[config.mk]
export PLATFORM = sky130hd
export DESIGN_NAME = flow_state_stage
export DESIGN_NICKNAME = d
export VERILOG_FILES = /design/src/rtl/fss_pkg.sv /design/src/rtl/fss_alu.sv /design/src/rtl/fss_ctx_table.sv /design/src/rtl/fss_tcam.sv /design/src/rtl/flow_state_stage.sv
export SDC_FILE = /design/constraint.sdc
export NUM_CORES = 2
export LEC_CHECK = 0
export BUFFER_PORTS_ARGS = -buffer_cell sky130_fd_sc_hd__clkbuf_2
export CAP_MARGIN = 5
export CORE_MARGIN = 3
export CORE_UTILIZATION = 65
export CTS_CLUSTER_DIAMETER = 50
export DETAILED_ROUTE_END_ITERATION = 16
export GPL_ROUTABILITY_DRIVEN = 1
export GPL_TIMING_DRIVEN = 0
export HOLD_SLACK_MARGIN = 0.05
export PLACE_DENSITY = 0.83
export SLEW_MARGIN = 20
export SYNTH_ARGS = -nofsm -noshare
export SYNTH_HDL_FRONTEND = slang
export SYNTH_SLANG_ARGS = --single-unit
[constraint.sdc]
create_clock -name clk -period 15.6 [get_ports clk]
set_clock_uncertainty 0.1 [all_clocks]
set_input_delay 3.12 -clock clk [delete_from_list [all_inputs] [get_ports clk]]
set_output_delay 3.12 -clock clk [all_outputs]
set_load 0.01 [all_outputs]
[src/rtl/fss_pkg.sv]
package fss_pkg;
    localparam int OP_W = 2;

    typedef enum logic [OP_W-1:0] {
        OP_NOP = 2'd0,
        OP_ADD = 2'd1,
        OP_SUB = 2'd2,
        OP_SET = 2'd3
    } alu_op_e;

    typedef enum logic [1:0] {
        S_IDLE  = 2'd0,
        S_MATCH = 2'd1,
        S_WRITE = 2'd2
    } stage_state_e;
endpackage

[src/rtl/fss_alu.sv]
module fss_alu
    import fss_pkg::*;
#(
    parameter int REG_W    = 16,
    parameter int NUM_OPND = 4,
    parameter int OPND_W   = 2,
    localparam int INS_W   = OP_W + 2 * OPND_W + REG_W
) (
    input  logic [INS_W-1:0]  ins,
    input  logic [REG_W-1:0]  opnds [NUM_OPND],
    output logic              wr_en,
    output logic [OPND_W-1:0] wr_dst,
    output logic [REG_W-1:0]  wr_val
);
    logic [OP_W-1:0]   op;
    logic [OPND_W-1:0] src;
    logic [REG_W-1:0]  imm;
    logic [REG_W-1:0]  src_val;

    assign {op, wr_dst, src, imm} = ins;
    assign src_val = opnds[src];

    always_comb begin
        wr_en  = 1'b1;
        wr_val = '0;
        unique case (alu_op_e'(op))
            OP_NOP: wr_en  = 1'b0;
            OP_ADD: wr_val = src_val + imm;
            OP_SUB: wr_val = src_val - imm;
            OP_SET: wr_val = imm;
        endcase
    end
endmodule

[src/rtl/fss_ctx_table.sv]
module fss_ctx_table #(
    parameter int KEY_W     = 16,
    parameter int ST_W      = 4,
    parameter int REG_W     = 16,
    parameter int NUM_FREG  = 2,
    parameter int DEPTH     = 16,
    parameter int DEF_STATE = 0,
    localparam int IDX_W    = $clog2(DEPTH)
) (
    input  logic             clk,
    input  logic             rst_n,
    input  logic [KEY_W-1:0] rd_key,
    output logic [ST_W-1:0]  rd_state,
    output logic [REG_W-1:0] rd_regs [NUM_FREG],
    input  logic             wr_en,
    input  logic [KEY_W-1:0] wr_key,
    input  logic [ST_W-1:0]  wr_state,
    input  logic [REG_W-1:0] wr_regs [NUM_FREG]
);
    logic             vld_q  [DEPTH];
    logic [KEY_W-1:0] key_q  [DEPTH];
    logic [ST_W-1:0]  st_q   [DEPTH];
    logic [REG_W-1:0] regs_q [DEPTH][NUM_FREG];

    logic [IDX_W-1:0] rd_idx, wr_idx;
    logic             rd_found;

    assign rd_idx   = rd_key[IDX_W-1:0];
    assign wr_idx   = wr_key[IDX_W-1:0];
    assign rd_found = vld_q[rd_idx] && (key_q[rd_idx] == rd_key);

    always_comb begin
        rd_state = rd_found ? st_q[rd_idx] : ST_W'(DEF_STATE);
        for (int i = 0; i < NUM_FREG; i++)
            rd_regs[i] = rd_found ? regs_q[rd_idx][i] : '0;
    end

    always_ff @(posedge clk or negedge rst_n) begin
        if (!rst_n) begin
            for (int s = 0; s < DEPTH; s++) begin
                vld_q[s] <= 1'b0;
                key_q[s] <= '0;
                st_q[s]  <= '0;
                for (int i = 0; i < NUM_FREG; i++) regs_q[s][i] <= '0;
            end
        end else if (wr_en) begin
            vld_q[wr_idx] <= 1'b1;
            key_q[wr_idx] <= wr_key;
            st_q[wr_idx]  <= wr_state;
            for (int i = 0; i < NUM_FREG; i++) regs_q[wr_idx][i] <= wr_regs[i];
        end
    end

    // a written context is found afterwards under the update key
    assert_writeback_lands_R10: assert property (@(posedge clk) disable iff (!rst_n)
        wr_en |=> (vld_q[$past(wr_idx)] && key_q[$past(wr_idx)] == $past(wr_key)
                   && st_q[$past(wr_idx)] == $past(wr_state)));
endmodule

[src/rtl/fss_tcam.sv]
module fss_tcam #(
    parameter int VEC_W   = 12,
    parameter int NUM_ENT = 8,
    parameter int ACT_W   = 4,
    parameter int ST_W    = 4,
    parameter int PAY_W   = 44,
    localparam int ENT_IDX_W = $clog2(NUM_ENT)
) (
    input  logic                 clk,
    input  logic                 rst_n,
    input  logic                 cfg_we,
    input  logic [ENT_IDX_W-1:0] cfg_idx,
    input  logic                 cfg_en,
    input  logic [VEC_W-1:0]     cfg_val,
    input  logic [VEC_W-1:0]     cfg_mask,
    input  logic [ACT_W-1:0]     cfg_action,
    input  logic [ST_W-1:0]      cfg_next_state,
    input  logic [PAY_W-1:0]     cfg_ins,
    input  logic [VEC_W-1:0]     vec,
    output logic                 hit,
    output logic [ACT_W-1:0]     action,
    output logic [ST_W-1:0]      next_state,
    output logic [PAY_W-1:0]     ins
);
    logic                 en_q   [NUM_ENT];
    logic [VEC_W-1:0]     val_q  [NUM_ENT];
    logic [VEC_W-1:0]     mask_q [NUM_ENT];
    logic [ACT_W-1:0]     act_q  [NUM_ENT];
    logic [ST_W-1:0]      nst_q  [NUM_ENT];
    logic [PAY_W-1:0]     ins_q  [NUM_ENT];
    logic [NUM_ENT-1:0]   hit_vec;
    logic [ENT_IDX_W-1:0] win;

    always_ff @(posedge clk or negedge rst_n) begin
        if (!rst_n) begin
            for (int e = 0; e < NUM_ENT; e++) begin
                en_q[e]   <= 1'b0;
                val_q[e]  <= '0;
                mask_q[e] <= '0;
                act_q[e]  <= '0;
                nst_q[e]  <= '0;
                ins_q[e]  <= '0;
            end
        end else if (cfg_we) begin
            en_q[cfg_idx]   <= cfg_en;
            val_q[cfg_idx]  <= cfg_val;
            mask_q[cfg_idx] <= cfg_mask;
            act_q[cfg_idx]  <= cfg_action;
            nst_q[cfg_idx]  <= cfg_next_state;
            ins_q[cfg_idx]  <= cfg_ins;
        end
    end

    for (genvar e = 0; e < NUM_ENT; e++) begin : g_ent
        assign hit_vec[e] = en_q[e] && (((vec ^ val_q[e]) & mask_q[e]) == '0);
    end

    always_comb begin
        win = '0;
        for (int e = NUM_ENT - 1; e >= 0; e--)
            if (hit_vec[e]) win = ENT_IDX_W'(e);
    end

    assign hit        = |hit_vec;
    assign action     = act_q[win];
    assign next_state = nst_q[win];
    assign ins        = ins_q[win];

    // the chosen entry is enabled and agrees with the vector on its masked bits
    assert_winner_matches_R4: assert property (@(posedge clk) disable iff (!rst_n)
        hit |-> (en_q[win] && ((vec & mask_q[win]) == (val_q[win] & mask_q[win]))));
    // a configuration write sets the enable of the addressed entry
    assert_cfg_lands_R12: assert property (@(posedge clk) disable iff (!rst_n)
        cfg_we |=> (en_q[$past(cfg_idx)] == $past(cfg_en)));
endmodule

[src/rtl/flow_state_stage.sv]
module flow_state_stage
    import fss_pkg::*;
#(
    parameter int KEY_W     = 16,
    parameter int HDR_W     = 8,
    parameter int ST_W      = 4,
    parameter int REG_W     = 16,
    parameter int NUM_FREG  = 2,
    parameter int NUM_GREG  = 2,
    parameter int CTX_DEPTH = 16,
    parameter int NUM_ENT   = 8,
    parameter int ACT_W     = 4,
    parameter int NUM_SLOT  = 2,
    parameter int DEF_STATE = 0,
    parameter int DROP_ACT  = 0,
    localparam int NUM_OPND  = NUM_FREG + NUM_GREG,
    localparam int OPND_W    = $clog2(NUM_OPND),
    localparam int INS_W     = OP_W + 2 * OPND_W + REG_W,
    localparam int PAY_W     = NUM_SLOT * INS_W,
    localparam int VEC_W     = ST_W + HDR_W,
    localparam int ENT_IDX_W = $clog2(NUM_ENT)
) (
    input  logic                      clk,
    input  logic                      rst_n,
    input  logic                      in_valid,
    output logic                      in_ready,
    input  logic [KEY_W-1:0]          in_key,
    input  logic [KEY_W-1:0]          in_upd_key,
    input  logic [HDR_W-1:0]          in_hdr,
    input  logic                      cfg_we,
    input  logic [ENT_IDX_W-1:0]      cfg_idx,
    input  logic                      cfg_en,
    input  logic [VEC_W-1:0]          cfg_val,
    input  logic [VEC_W-1:0]          cfg_mask,
    input  logic [ACT_W-1:0]          cfg_action,
    input  logic [ST_W-1:0]           cfg_next_state,
    input  logic [PAY_W-1:0]          cfg_ins,
    output logic                      out_valid,
    output logic                      out_hit,
    output logic [ACT_W-1:0]          out_action,
    output logic [ST_W-1:0]           out_next_state,
    output logic [NUM_FREG*REG_W-1:0] out_fregs,
    output logic [NUM_GREG*REG_W-1:0] out_gregs
);
    stage_state_e state_q, state_d;

    logic [KEY_W-1:0] pkt_key_q, upd_key_q;
    logic [HDR_W-1:0] hdr_q;
    logic             res_hit_q;
    logic [ACT_W-1:0] res_act_q;
    logic [ST_W-1:0]  res_nst_q;
    logic [REG_W-1:0] res_fregs_q [NUM_FREG];
    logic [REG_W-1:0] res_gregs_q [NUM_GREG];
    logic [REG_W-1:0] greg_q      [NUM_GREG];
    logic [NUM_GREG*REG_W-1:0] greg_flat;

    logic [ST_W-1:0]  ctx_rd_state;
    logic [REG_W-1:0] ctx_rd_regs [NUM_FREG];
    logic             tc_hit;
    logic [ACT_W-1:0] tc_act;
    logic [ST_W-1:0]  tc_nst;
    logic [PAY_W-1:0] tc_ins;

    logic [REG_W-1:0]  opnd     [NUM_OPND];
    logic [REG_W-1:0]  new_opnd [NUM_OPND];
    logic              alu_we   [NUM_SLOT];
    logic [OPND_W-1:0] alu_dst  [NUM_SLOT];
    logic [REG_W-1:0]  alu_val  [NUM_SLOT];

    fss_ctx_table #(
        .KEY_W(KEY_W), .ST_W(ST_W), .REG_W(REG_W), .NUM_FREG(NUM_FREG),
        .DEPTH(CTX_DEPTH), .DEF_STATE(DEF_STATE)
    ) u_ctx (
        .clk(clk), .rst_n(rst_n),
        .rd_key(pkt_key_q), .rd_state(ctx_rd_state), .rd_regs(ctx_rd_regs),
        .wr_en(state_q == S_WRITE && res_hit_q), .wr_key(upd_key_q),
        .wr_state(res_nst_q), .wr_regs(res_fregs_q)
    );

    fss_tcam #(
        .VEC_W(VEC_W), .NUM_ENT(NUM_ENT), .ACT_W(ACT_W), .ST_W(ST_W), .PAY_W(PAY_W)
    ) u_tcam (
        .clk(clk), .rst_n(rst_n),
        .cfg_we(cfg_we), .cfg_idx(cfg_idx), .cfg_en(cfg_en), .cfg_val(cfg_val),
        .cfg_mask(cfg_mask), .cfg_action(cfg_action), .cfg_next_state(cfg_next_state),
        .cfg_ins(cfg_ins), .vec({ctx_rd_state, hdr_q}),
        .hit(tc_hit), .action(tc_act), .next_state(tc_nst), .ins(tc_ins)
    );

    always_comb begin
        for (int i = 0; i < NUM_FREG; i++) opnd[i] = ctx_rd_regs[i];
        for (int j = 0; j < NUM_GREG; j++) opnd[NUM_FREG + j] = greg_q[j];
    end

    for (genvar s = 0; s < NUM_SLOT; s++) begin : g_alu
        fss_alu #(.REG_W(REG_W), .NUM_OPND(NUM_OPND), .OPND_W(OPND_W)) u_alu (
            .ins(tc_ins[s*INS_W +: INS_W]), .opnds(opnd),
            .wr_en(alu_we[s]), .wr_dst(alu_dst[s]), .wr_val(alu_val[s])
        );
    end

    // Both slots read the old values; the higher slot is applied last.
    always_comb begin
        new_opnd = opnd;
        for (int s = 0; s < NUM_SLOT; s++)
            if (tc_hit && alu_we[s]) new_opnd[alu_dst[s]] = alu_val[s];
    end

    // State register
    always_ff @(posedge clk or negedge rst_n) begin
        if (!rst_n) state_q <= S_IDLE;
        else        state_q <= state_d;
    end

    always_comb begin
        state_d = state_q;
        unique case (state_q)
            S_IDLE:  if (in_valid) state_d = S_MATCH;
            S_MATCH: state_d = S_WRITE;
            S_WRITE: state_d = S_IDLE;
            default: state_d = S_IDLE;
        endcase
    end

    // Outputs
    always_comb begin
        in_ready       = (state_q == S_IDLE);
        out_valid      = (state_q == S_WRITE);
        out_hit        = res_hit_q;
        out_action     = res_act_q;
        out_next_state = res_nst_q;
        for (int i = 0; i < NUM_FREG; i++) out_fregs[i*REG_W +: REG_W] = res_fregs_q[i];
        for (int j = 0; j < NUM_GREG; j++) begin
            out_gregs[j*REG_W +: REG_W] = res_gregs_q[j];
            greg_flat[j*REG_W +: REG_W] = greg_q[j];
        end
    end

    // Datapath registers
    always_ff @(posedge clk or negedge rst_n) begin
        if (!rst_n) begin
            pkt_key_q <= '0;
            upd_key_q <= '0;
            hdr_q     <= '0;
            res_hit_q <= 1'b0;
            res_act_q <= '0;
            res_nst_q <= '0;
            for (int i = 0; i < NUM_FREG; i++) res_fregs_q[i] <= '0;
            for (int j = 0; j < NUM_GREG; j++) begin
                res_gregs_q[j] <= '0;
                greg_q[j]      <= '0;
            end
        end else begin
            if (in_valid && in_ready) begin
                pkt_key_q <= in_key;
                upd_key_q <= in_upd_key;
                hdr_q     <= in_hdr;
            end
            if (state_q == S_MATCH) begin
                res_hit_q <= tc_hit;
                res_act_q <= tc_hit ? tc_act : ACT_W'(DROP_ACT);
                res_nst_q <= tc_hit ? tc_nst : ctx_rd_state;
                for (int i = 0; i < NUM_FREG; i++) res_fregs_q[i] <= new_opnd[i];
                for (int j = 0; j < NUM_GREG; j++) res_gregs_q[j] <= new_opnd[NUM_FREG + j];
            end
            if (state_q == S_WRITE)
                for (int j = 0; j < NUM_GREG; j++) greg_q[j] <= res_gregs_q[j];
        end
    end

    // one packet in flight, result two cycles after acceptance
    assert_single_flight_R2: assert property (@(posedge clk) disable iff (!rst_n)
        (in_valid && in_ready) |=> !in_ready);
    assert_result_latency_R2: assert property (@(posedge clk) disable iff (!rst_n)
        (in_valid && in_ready) |-> ##2 out_valid);
    // a miss reports drop and keeps the current state
    assert_miss_keeps_state_R5: assert property (@(posedge clk) disable iff (!rst_n)
        (state_q == S_MATCH && !tc_hit) |=>
            (out_action == ACT_W'(DROP_ACT) && out_next_state == $past(ctx_rd_state)));
    // global registers change only when a result is committed
    assert_globals_atomic_R9: assert property (@(posedge clk) disable iff (!rst_n)
        (state_q != S_WRITE) |=> $stable(greg_flat));
endmodule

==> impl_results.md <==
- Status: finished, final reports clean
- First-pass GRT wire length: 350 mm
- Share of cells above drive strength 1: 38.4%
- TritonCTS Sinks: 1611
- Register area share after synthesis: 52.8%
- Final Setup Violations: 0
- Final net count: 6249
- Initial Util: 65.6%
- PortBufs: 194
- Startpoint type of the worst setup path: flip-flop
- Synth Register Bits: 1611
- GPL Wtd Cong: 0.995
- Iter 0 DRT Violations: 5921
- Via count: 53000
- Max Slew Vio Count: 0
- Main synth FF type: dfrtp_1
- Synth Area per Inst: 13.4 um2
- Peak supply drop: 207 uV
- Warnings, synthesis: 0
- Fin crit share: 91.7%
- Final core utilization: 73.6%
- Post-CTS Setup Bufs: 0
- Setup crit end kind: flip-flop
- WP data required: 16210 ps
- WS Path Type: reg2reg
- # DRC: 0
- Worst Tran Pin Value: 1270 ps
- Row cnt: 125
- I/O pin count: 199
- Synth top area share: 52.8%
- Routed vias/inst: 6.84
- Cells after synthesis: 5695
- Grt ovf: 0
- Worst-Skew Late Latency: 810 ps
- P_leak: 40.0 nW
- Most frequent cell after synthesis: dfrtp_1
- Crit-path most repeated cell: a21o_1
- Worst EP arrival: 14920 ps
- Vias in the first global route: 55200
- Fin area: 85600 um2
- Crit path max-delay cell type: nor3_1
- TritonCTS clock tree: done
- Wire per inst: 30.3 um
- Clock-pin slew on the worst setup and hold paths: 60 ps
- DIE HEIGHT: 349 um
- Max incr delay on CP: 950 ps
- H-tree Lvls: 4
- FMAX: 69.9 MHz
- Largest cells by area after synthesis: dfrtp_1 (53%), mux2_2 (22%), mux4_2 (6.9%)
- Clock root buffer: clkbuf_16
- Post-synth ARST share: 100%
- Pin count of the biggest net entering global routing: 99
- Initial antenna violation count: 18
- Synth top cells by count: dfrtp_1 (1611), mux2_2 (1493), nand2_1 (380)
- Mapped Area: 76300 um2
- Fillcell total: 7403
- Drt total wl: 235 mm
- Post-CTS Resized: 0
- RSZ-0062 raised after global routing: false
- Netlist cell types: 98
- Max-cap violations: 0
- Area growth, synth to finish: 12.1%
- DP Wirelength: 161 mm
- Post-CTS Hold Buffers: 0
- Worst hold margin: 364 ps
- Power density over cell area: 194 nW/um2
- GRT Util Overall: 38.8%
- Total CTS buffers: 168
- Worst Hold Class: reg2reg
- Slew HR: 15.3%
- DP Area: 79900 um2
- Final ANT Viol Nets: 0
- Die ar.: 122000 um2
- Core Area: 116000 um2
- CP Max Fanout: 10
- Syn nets: 5861
- Tmin final: 14310 ps
- Clk buf depth: 3
- Number of synthesized flops with an enable pin: 0
- DRT Pass-1 Iters: 9
- Cell taking the most area after synthesis: dfrtp_1
- TNS Setup: 0 ps
- Die W: 349 um
- Final hold vios: 0
stage by stage:
stage               instances  total power [mW]  worst slack [ps]
global placement         7413              12.1            -27110
floorplan                5695              9.91              5900
global route             7742              17.3               620
detailed placement       7436              12.3              1780
CTS                      7737              16.4              1610
finish                   7755              16.6              1290
registers in the layout, indices dropped and copies added (netlist names), 2 cells and up:
signal / flops
u_ctx.st_q: 64
u_ctx.key_q: 256
pkt_key_q: 16
upd_key_q: 16
u_ctx.vld_q: 16
u_tcam.ins_q: 352
hdr_q: 8
u_ctx.regs_q: 512
u_tcam.mask_q: 96
out_gregs: 32
u_tcam.nst_q: 32
state_q: 2
u_tcam.en_q: 8
u_tcam.act_q: 32
u_tcam.val_q: 96
out_next_state: 4
out_action: 4
greg_flat: 32
out_fregs: 32
where the power goes:
group	total, mW	leakage, nW	switching, mW	internal [mW]
Sequential	5.51	21.1	0.568	4.94
Clock	4.12	2.78	1.72	2.40
Combinational	7.01	16.1	4.36	2.65
Total	16.6	40.0	6.65	9.99
worst paths after layout:
| check | endpoint | startpoint | cells past startpoint | slack (ps) |
|---|---|---|---|---|
| max reg2reg | out_fregs[15]$_DFFE_PN0N_ | pkt_key_q[2]$_DFFE_PN0P_ | 49 | 1290 |
| max | out_fregs[15]$_DFFE_PN0N_ | pkt_key_q[2]$_DFFE_PN0P_ | 49 | 1290 |
| max in group asynchronous | u_ctx.regs_q[286]$_DFFE_PN0P_ | rst_n | 8 | 10120 |
| min in group asynchronous | hdr_q[7]$_DFFE_PN0P_ | rst_n | 1 | 2140 |
| min reg2reg | u_ctx.key_q[99]$_DFFE_PN0P_ | u_ctx.key_q[99]$_DFFE_PN0P_ | 1 | 360 |
| min | u_ctx.key_q[99]$_DFFE_PN0P_ | u_ctx.key_q[99]$_DFFE_PN0P_ | 1 | 360 |
layout make-up:
cell class / count / area, um2 / share of cell area [%]
clock buffers: 240 / 4920 / 5.75
multi-input cells: 3616 / 34100 / 39.8
inverters: 42 / 158 / 0.184
repair buffers: 218 / 1590 / 1.85
flip-flops and latches: 1611 / 40300 / 47.1
diodes: 17 / 42.5 / 0.0497
well taps: 1524 / 1910 / 2.23
plain buffers: 426 / 1850 / 2.16
clock inverters: 61 / 728 / 0.851
metal layers:
metal / up-vias / track usage [%] / part of all wire (%)
met4: 6 / 22.4 / 6.4
met2: 3084 / 59.6 / 46
met3: 858 / 11.6 / 11
met1: 27500 / 49.4 / 37
li1: 21600 / - / -
met5: - / 0 / 0.034
worst max-delay path, delay by kind of cell (launching register included):
family | cells | cell delay (ps)
multiplexers | 3 | 810
buffers and inverters | 10 | 3830
AO/OA/AOI/OAI | 17 | 3770
adder cells (fa/ha/maj) | 2 | 540
XOR/XNOR | 4 | 830
flip-flops | 1 | 340
AND/OR/NAND/NOR | 13 | 3930
kinds of logic (layout without fill, tap and decap cells):
| group | after synthesis | after routing | share of synthesized area, % |
|---|---|---|---|
| muxes | 1861 | 1861 | 30.7 |
| DFF | 1611 | 1611 | 52.8 |
| and+or+nand+nor | 947 | 947 | 6.09 |
| AOI/OAI and AO/OA | 639 | 639 | 5.68 |
| buffers and inverters | 468 | 987 | 2.60 |
| xor gates and xnor gates | 127 | 127 | 1.46 |
| adders and majority gates | 42 | 42 | 0.708 |
| other | 0 | 17 | 0 |
cells in the final DEF (no fill, tap or decap), types with 29 or more instances in the layout:
master,n
dfrtp_1,1611
mux2_2,1493
nand2_1,380
clkbuf_1,325
mux4_2,233
clkbuf_2,206
clkbuf_16,175
a21oi_1,159
mux2i_1,134
nor2_1,126
o21ai_0,116
xor2_1,96
nand3_1,90
nor2b_1,65
buf_2,63
nand2b_1,55
and3_1,52
a21o_1,47
a211oi_1,42
ha_1,40
inv_1,39
nor4_1,39
xnor2_1,31
clkbuf_8,31
buf_1,30
a22oi_1,29
clkinv_2,29
Power figures use the tool's default switching activity.
